===== config.mk =====
export PLATFORM = sky130hd
export DESIGN_NAME = frac_clk_div
export DESIGN_NICKNAME = d
export VERILOG_FILES = /design/src/rtl/fcd_pkg.sv /design/src/rtl/fcd_regs.sv /design/src/rtl/fcd_period.sv /design/src/rtl/fcd_counter.sv /design/src/rtl/frac_clk_div.sv
export SDC_FILE = /design/constraint.sdc
export NUM_CORES = 1
export LEC_CHECK = 0
export BUFFER_PORTS_ARGS = -buffer_cell sky130_fd_sc_hd__buf_2
export CAP_MARGIN = 15
export CELL_PAD_IN_SITES_DETAIL_PLACEMENT = 0
export CELL_PAD_IN_SITES_GLOBAL_PLACEMENT = 1
export CORE_ASPECT_RATIO = 1.4
export CORE_MARGIN = 2
export CORE_UTILIZATION = 45
export CTS_CLUSTER_SIZE = 16
export DETAILED_ROUTE_END_ITERATION = 10
export PLACE_DENSITY = 0.91
export SLEW_MARGIN = 20
export SYNTH_ARGS = -nofsm -noshare
export SYNTH_HDL_FRONTEND = slang
export SYNTH_SLANG_ARGS = --single-unit

===== constraint.sdc =====
create_clock -name clk -period 4.7 [get_ports clk]
set_clock_uncertainty 0.2 [all_clocks]
set_input_delay 0.94 -clock clk [delete_from_list [all_inputs] [get_ports clk]]
set_output_delay 0.94 -clock clk [all_outputs]
set_load 0.05 [all_outputs]

===== src/rtl/fcd_pkg.sv =====
// Shared field positions and types of the fractional clock divider.
// Assumes a 32-bit write bus with the unlock key in the top byte.
package fcd_pkg;
    localparam int REG_W   = 32;
    localparam int KEY_LO  = 24;
    localparam logic [7:0] UNLOCK = 8'h5A;
    localparam int SEL_W   = 4;
    localparam int EN_BIT  = 4;
    localparam int ORD_LO  = 9;

    typedef enum logic {
        ADDR_CTRL = 1'b0,
        ADDR_DIV  = 1'b1
    } addr_e;

    typedef struct packed {
        logic [1:0]       order;
        logic             en;
        logic [SEL_W-1:0] sel;
    } ctrl_t;
endpackage


===== src/rtl/fcd_regs.sv =====
// Key-protected register pair: control (source, enable, shaping order)
// and ratio (integer divisor, fraction). A divisor field of 1 is rejected
// and raises the error flag. Assumes INT_W + FRAC_W <= 24.
module fcd_regs
    import fcd_pkg::*;
#(
    parameter int INT_W  = 12,
    parameter int FRAC_W = 12
) (
    input  logic              clk,
    input  logic              rst_n,
    input  logic              wr_en,
    input  logic              wr_addr,
    input  logic [REG_W-1:0]  wr_data,
    output ctrl_t             ctrl,
    output logic [INT_W-1:0]  stg_divi,
    output logic [FRAC_W-1:0] stg_divf,
    output logic              range_err
);
    logic             keyed;
    logic [INT_W-1:0] new_divi;

    // Decode key and divisor field of the incoming write
    always_comb begin
        keyed    = wr_en && (wr_data[REG_W-1:KEY_LO] == UNLOCK);
        new_divi = wr_data[FRAC_W +: INT_W];
    end

    // Store keyed writes; reject a divisor below two
    always_ff @(posedge clk) begin
        if (!rst_n) begin
            ctrl      <= '0;
            stg_divi  <= INT_W'(2);
            stg_divf  <= '0;
            range_err <= 1'b0;
        end else if (keyed) begin
            if (addr_e'(wr_addr) == ADDR_CTRL) begin
                ctrl.order <= wr_data[ORD_LO +: 2];
                ctrl.en    <= wr_data[EN_BIT];
                ctrl.sel   <= wr_data[SEL_W-1:0];
            end else if (new_divi == INT_W'(1)) begin
                range_err <= 1'b1;
            end else begin
                stg_divi  <= new_divi;
                stg_divf  <= wr_data[FRAC_W-1:0];
                range_err <= 1'b0;
            end
        end
    end
endmodule


===== src/rtl/fcd_period.sv =====
// Computes the next period length and accumulator value. A divisor of 0
// means 2**INT_W. With nonzero order the carry of acc+divf adds one tick.
module fcd_period #(
    parameter int INT_W  = 12,
    parameter int FRAC_W = 12,
    localparam int LEN_W = INT_W + 1
) (
    input  logic [FRAC_W-1:0] acc_in,
    input  logic [INT_W-1:0]  divi,
    input  logic [FRAC_W-1:0] divf,
    input  logic [1:0]        order,
    output logic [FRAC_W-1:0] acc_out,
    output logic [LEN_W-1:0]  len
);
    logic [LEN_W-1:0]  base;
    logic [FRAC_W:0]   sum;

    // Base length and first-order fractional step
    always_comb begin
        base = (divi == '0) ? (LEN_W'(1) << INT_W) : LEN_W'(divi);
        sum  = {1'b0, acc_in} + {1'b0, divf};
        if (order != 2'd0) begin
            acc_out = sum[FRAC_W-1:0];
            len     = base + LEN_W'(sum[FRAC_W]);
        end else begin
            acc_out = acc_in;
            len     = base;
        end
    end
endmodule


===== src/rtl/fcd_counter.sv =====
// Period counter with run/idle control. It counts selected ticks, takes
// the staged ratio at each period start and stops only at a period end.
module fcd_counter #(
    parameter int INT_W  = 12,
    parameter int FRAC_W = 12,
    localparam int LEN_W = INT_W + 1
) (
    input  logic              clk,
    input  logic              rst_n,
    input  logic              tick,
    input  logic              en,
    input  logic [1:0]        order,
    input  logic [INT_W-1:0]  stg_divi,
    input  logic [FRAC_W-1:0] stg_divf,
    output logic              busy,
    output logic              out_stb,
    output logic              out_clk
);
    logic              run;
    logic [LEN_W-1:0]  cnt;
    logic [LEN_W-1:0]  len;
    logic [FRAC_W-1:0] acc;
    logic [FRAC_W-1:0] nx_acc;
    logic [LEN_W-1:0]  nx_len;

    fcd_period #(.INT_W(INT_W), .FRAC_W(FRAC_W)) u_period (
        .acc_in (acc),
        .divi   (stg_divi),
        .divf   (stg_divf),
        .order  (order),
        .acc_out(nx_acc),
        .len    (nx_len)
    );

    // Start, count, reload at boundaries, stop only at a period end
    always_ff @(posedge clk) begin
        if (!rst_n) begin
            run     <= 1'b0;
            cnt     <= '0;
            len     <= LEN_W'(2);
            acc     <= '0;
            out_stb <= 1'b0;
        end else begin
            out_stb <= 1'b0;
            if (!run) begin
                if (en) begin
                    run <= 1'b1;
                    cnt <= '0;
                    len <= nx_len;
                    acc <= nx_acc;
                end
            end else if (tick) begin
                if (cnt == len - LEN_W'(1)) begin
                    out_stb <= 1'b1;
                    cnt     <= '0;
                    if (en) begin
                        len <= nx_len;
                        acc <= nx_acc;
                    end else begin
                        run <= 1'b0;
                        acc <= '0;
                    end
                end else begin
                    cnt <= cnt + LEN_W'(1);
                end
            end
        end
    end

    // Output level: high for the first half of the period
    always_comb begin
        busy    = run;
        out_clk = run && (cnt < (len >> 1));
    end
endmodule


===== src/rtl/frac_clk_div.sv =====
// Top of the fractional clock divider: key-protected registers, source
// tick selection and the period counter. Sources are clock enables in
// the clk domain; NSRC must not exceed 16.
module frac_clk_div
    import fcd_pkg::*;
#(
    parameter int NSRC   = 4,
    parameter int INT_W  = 12,
    parameter int FRAC_W = 12
) (
    input  logic             clk,
    input  logic             rst_n,
    input  logic [NSRC-1:0]  src_tick,
    input  logic             wr_en,
    input  logic             wr_addr,
    input  logic [REG_W-1:0] wr_data,
    output logic             out_clk,
    output logic             out_stb,
    output logic             busy,
    output logic             range_err
);
    ctrl_t             ctrl;
    logic [INT_W-1:0]  stg_divi;
    logic [FRAC_W-1:0] stg_divf;
    logic              sel_tick;
    logic              ctrl_en;

    fcd_regs #(.INT_W(INT_W), .FRAC_W(FRAC_W)) u_regs (
        .clk      (clk),
        .rst_n    (rst_n),
        .wr_en    (wr_en),
        .wr_addr  (wr_addr),
        .wr_data  (wr_data),
        .ctrl     (ctrl),
        .stg_divi (stg_divi),
        .stg_divf (stg_divf),
        .range_err(range_err)
    );

    // Pick the tick of the selected source; out-of-range gives none
    always_comb begin
        sel_tick = 1'b0;
        for (int i = 0; i < NSRC; i++) begin
            if (ctrl.sel == SEL_W'(i)) sel_tick = src_tick[i];
        end
        ctrl_en = ctrl.en;
    end

    fcd_counter #(.INT_W(INT_W), .FRAC_W(FRAC_W)) u_cnt (
        .clk     (clk),
        .rst_n   (rst_n),
        .tick    (sel_tick),
        .en      (ctrl_en),
        .order   (ctrl.order),
        .stg_divi(stg_divi),
        .stg_divf(stg_divf),
        .busy    (busy),
        .out_stb (out_stb),
        .out_clk (out_clk)
    );
endmodule


---- Word level (Yosys, flattened, before mapping) ----
Cells that the tools add are included.
Widths: inputs -> output; s select.
operators by class
  add/sub/neg operators ................... 4
  multipliers ............................. 0
  divide/modulo/power cells ............... 0
  order comparisons ....................... 1
  equality and inequality tests ........... 8
  shift operators ......................... 0
  mux-type cells .......................... 26
  bitwise gates (word level) .............. 2
  reductions and logical operators ........ 13
operators with widths
  kind                   count
  $mux 13                10
  $mux 12                6
  $add 12x12->13         1
  $add 13x1->13          1
  $add 13x1->13 const B  1
  $eq 13x13->1           1
  $lt 13x12->1           1
  $sub 13x1->13 const B  1
  $eq 12x1->1 const B    1
  $logic_not 12->1       1
  $mux 1                 10
  $reduce_and 3->1       3
  $eq 4x2->1 const B     2
  $eq 8x7->1 const B     1
  $reduce_and 2->1       4
  $eq 4x1->1 const B     1
  $logic_not 4->1        1
  $ne 2x2->1 const B     2
  $reduce_bool 2->1      2
  $logic_and 1x1->1      2
  $not 1->1              2
storage, ports and cells
  register bits after elaboration ......... 72
  latch bits .............................. 0
  RAM bits ................................ 0
  ROM bits ................................ 0
  output and inout port bits .............. 4
  memories ................................ 0

---- Depth between registers and ports, before layout ----
  depth in word-level cells ............... 8
  gate-level depth with buffers ........... 18

---- Cells and area by module ----
A second synthesis with hierarchy kept.
unflattened totals
  cells, all modules ...................... 567
  area total of the unflattened synthesis .. 4742.0 µm²
modules (own cells, without submodules)
  module        instances  cells an instance  area an instance (µm²)  sequential area each (µm²)
  fcd_counter   1          282                2409.8                  800.8
  fcd_regs      1          143                1390.1                  640.6
  fcd_period    1          140                912.1                   0.0
  frac_clk_div  1          2                  30.0                    0.0

---- Worst setup path before layout ----
Ideal clock, no wire load.
  path type ............................... reg2out
  start point ............................. register u_cnt.len[2]
  end point ............................... output out_clk
  data arrival time ....................... 2.410 ns
  data required time ...................... 3.560 ns
  path slack .............................. 1.150 ns
  cell stages (with the launch flop) ...... 10
  buffers on the path ..................... 1
  cell sequence ........................... dfxtp_1 buf_2 inv_1 ha_1 a21o_1 a21o_1 a21o_1 a211oi_1 o31ai_1 a31oi_1
between the ends
  longest elaborated chain between the ends .. 2
ends and longest elaborated chain
  element                 line                source
  from (decl)             fcd_counter.sv:21   logic [LEN_W-1:0] len;
  from (signal assigned)  fcd_counter.sv:49   len <= nx_len;
  from (signal assigned)  fcd_counter.sv:57   len <= nx_len;
  $lt 13x12->1            fcd_counter.sv:73   out_clk = run && (cnt < (len >> 1));
  $logic_and 1x1->1       fcd_counter.sv:73
  to (decl)               frac_clk_div.sv:17  output logic out_clk,
No other way between the ends.

---- Final worst setup path ----
Ends and elaborated chain as after synthesis.

==> key figures <==
Synthesis
  • Ys Warns: 0
  • Mux contribution to synthesized area: 0.0866
  • Ys flop type: dfxtp_1
  • Number of synthesized flops with an enable pin: 0
  • FF+latch count, synth: 72
  • Xor/xnor share of the synthesized area: 0.0875
  • Post-synthesis compound-gate area fraction: 0.154
  • Sequential area share after synthesis: 0.335
  • Synth Instances: 491
  • Post-Syn Area per Cell: 8.77 sq um
  • Share of flip-flops with an asynchronous set or reset: 0
  • Post-Synth Adder-Cell Area: 0.0831
  • Mapped Nets: 559
  • Mapped cell area: 4310 sq um
  • Simple-Gate Fraction of Synth Area: 0.216
  • Netlist cell types: 60
  • Combinational family with the most area after synthesis: simple AND/OR/NAND/NOR gates

Power and ir drop
  • Internal: 1.08 mW
  • Gate power share: 0.028
  • Seq pwr share: 0.452
  • Net Sw Frac: 0.201
  • Tot Pwr: 1.35 mW
  • PD cells: 275 nW/um^2
  • Max IR drop VDD: 0.216 mV
  • Clk network pwr share: 0.519
  • Leak: 2.00 nW
  • Sw power: approximately 0.27 mW

Detailed routing
  • Via-to-Cell Ratio: 5.57
  • DRT Pass-1 Iters: 4
  • DRC violations left: 0
  • DRT Wirelength: between 9000 and 10,000 um
  • Iter 0 DRT Violations: approximately 110
  • Via Count: 3,588
  • Antenna viol nets, final: 0
  • Wire length per cell: 14.7 um

Placement
  • DP Worst Slack: 1.05 ns
  • Placed Area: between 4000 and 5000 sq um
  • Detailed placer's ending HPWL: ~7300 um
  • RePlAce Congestion: 0.833
  • Port bufs: 43

Setup path
  • Crit-path cells: inv_1 -> ha_1 -> a21o_1 -> a21o_1 -> a21o_1 -> a211oi_1 -> o31ai_1 -> a31oi_1 -> buf_2
  • Crit-path leading delay family: compound AO/OA/AOI/OAI gates
  • Most frequent CP cell: a21o_1
  • Critical setup path kind: flip-flop to output pin
  • Startpoint class of the critical path: flip-flop
  • Critical Path AT: approximately 2.6 ns
  • Critical path required time: ~3.6 ns
  • CP Capture Type: output pin
  • Crit-path max FO: 8
  • Worst path slowest cell: dfxtp_1
  • CP bufs+invs: 2
  • Slowest Stage Delay on Critical Path: ~0.48 ns

STA
  • Fin Setup TNS: 0 ns
  • Final worst-path cycle share: 0.798
  • Rel. slew slack: 0.348
  • Hold Vio Cnt, Final: 0
  • Tmin final: 3.75 ns
  • RSZ-0062 raised after global routing: false
  • Worst-Margin Slew: 0.978 ns
  • Max Fclk: 267 MHz
  • Max-slew violations: 0
  • Finish-stage setup viols: 0
  • Setup ws final: 0.950 ns

Clock network
  • TritonCTS clock tree: yes
  • CTS Buffer Depth: 2
  • Root Buffer: clkbuf_16
  • Post-CTS Setup Inserts: 0
  • Resized cells post-CTS: 0
  • H-Tree Level Count: 3
  • Clk sinks: 72
  • Clock Latency Late Sink: between 0.3 and 0.4 ns
  • Cts bufs inserted: 9
  • Hold_buf cts: 0
  • Worst-path clk slew: 0.05 ns

Finish
  • # nets final: 598
  • Synthesis-to-layout area growth: 14.3%
  • Multi-input gate area in the final layout: roughly 2700 sq um
  • # fillers: ~850
  • # diodes: 0
  • Sequential Area: between 1000 and 1500 sq um
  • Commonest non-fill, non-tap cell in the layout: nor2_1
  • Share of layout cells above drive strength 1: 0.146
  • Fin util: 0.523
  • Design area: between 4000 and 5000 sq um
  • Most frequent cells in the layout: 75 x nor2_1, 72 x dfxtp_1, 43 x buf_2

Floorplan
  • Die Height: 120 um
  • Core area: between 9000 and 10,000 sq um
  • Die Wd: between 80 and 90 um
  • Io pins: 44
  • Initial Util: 0.458
  • Die Area: roughly 10,000 sq um
  • Std cell rows: 42

Global routing
  • Largest net degree at the start of global routing: 33
  • Initial antenna violation count: 0
  • Vias in the first global route: 3,530
  • Grt ovf: 0
  • First-pass GRT wire length: roughly 16,000 um
  • GRT Total Usage: 0.197

Hold path
  • Hold Crit Class: flip-flop to flip-flop

Job
  • Maxcap violations: 0

Status
  • Status: completed
[state kept, by name, summed over array words and instances, names as in the netlist]
register,cells
u_regs.range_err,1
u_cnt.busy,1
u_cnt.cnt,13
u_regs.stg_divf,12
u_regs.ctrl,7
u_cnt.out_stb,1
u_cnt.len,13
u_cnt.acc,12
u_regs.stg_divi,12
[stage by stage]
stage                     cells  hold slack [ns]
after floorplan             491            0.246
after global placement      629            0.261
after detailed placement    629            0.271
after CTS                   644            0.286
after global routing        644            0.300
final                       644            0.286
[layout make-up]
| class | instances | share of cell area |
|---|---|---|
| multi-input cells | 378 | 0.551 |
| clock buffers | 13 | 0.0549 |
| clock inverters | 2 | 0.00763 |
| repair buffers | 45 | 0.0468 |
| flip-flops and latches | 72 | 0.293 |
| inverters | 24 | 0.0183 |
| well taps | 110 | 0.0280 |
[routing by layer]
| metal | global-route usage | up-vias | wire (um) |
|---|---|---|---|
| li1 | - | 1822 | - |
| met1 | 0.232 | 1683 | 4170 |
| met2 | 0.341 | 62 | 4730 |
| met3 | 0.0378 | 21 | 295 |
| met4 | 0.0908 | 0 | 274 |
| met5 | 0 | - | 0 |
[cell usage after synthesis, types with 12 or more instances]
master	count	share of area
xnor2_1	25	0.051
nand2_1	20	0.017
nor2_1	76	0.066
nand3_1	17	0.020
dfxtp_1	72	0.33
nor2b_1	12	0.017
ha_1	27	0.078
o21ai_0	13	0.015
a211oi_1	15	0.026
a21oi_1	16	0.019
inv_1	24	0.021
xor2_1	18	0.037
mux2i_1	35	0.081
[final timing paths]
| path | startpoint | endpoint | slack [ns] | cells past startpoint |
|---|---|---|---|---|
| min | u_regs.ctrl[6] | u_regs.ctrl[6] | 0.29 | 2 |
| max | u_cnt.len[2] | out_clk | 0.95 | 9 |
| max reg2reg | u_cnt.acc[0] | u_cnt.len[8] | 1.05 | 18 |
| min reg2reg | u_regs.ctrl[6] | u_regs.ctrl[6] | 0.29 | 2 |
[power groups by stage]
stage | registers [mW] | clock network (mW) | logic [mW]
CTS | 0.611 | 0.712 | 0.0389
floorplan | 0.624 | 0 | 0.0159
detailed placement | 0.624 | 0 | 0.0389
global route | 0.611 | 0.741 | 0.0427
global placement | 0.624 | 0 | 0.0377
finish | 0.611 | 0.701 | 0.0385
[cell families after synthesis]
group / Yosys count
adder cells (fa/ha/maj): 28
AO/OA/AOI/OAI: 88
multiplexers: 37
flip-flops: 72
XOR/XNOR: 43
buffers and inverters: 41
AND/OR/NAND/NOR: 182
[worst reg2reg max path, cell delays in order, from the launching register on]
cell and delay (ns):
dfxtp_1 0.33, ha_1 0.19, inv_1 0.06, fa_1 0.40, nor2b_1 0.13, o21ai_0 0.10, a21o_1 0.19, a211oi_1 0.27
o21a_1 0.20, o211ai_1 0.09, nand2_1 0.08, ha_1 0.17, ha_1 0.15, nand2_1 0.08, nor2_1 0.30, and3_1 0.22
xor2_1 0.14, nor2_1 0.05, a211oi_1 0.21
Note: power is estimated with default switching activity, not from simulation.
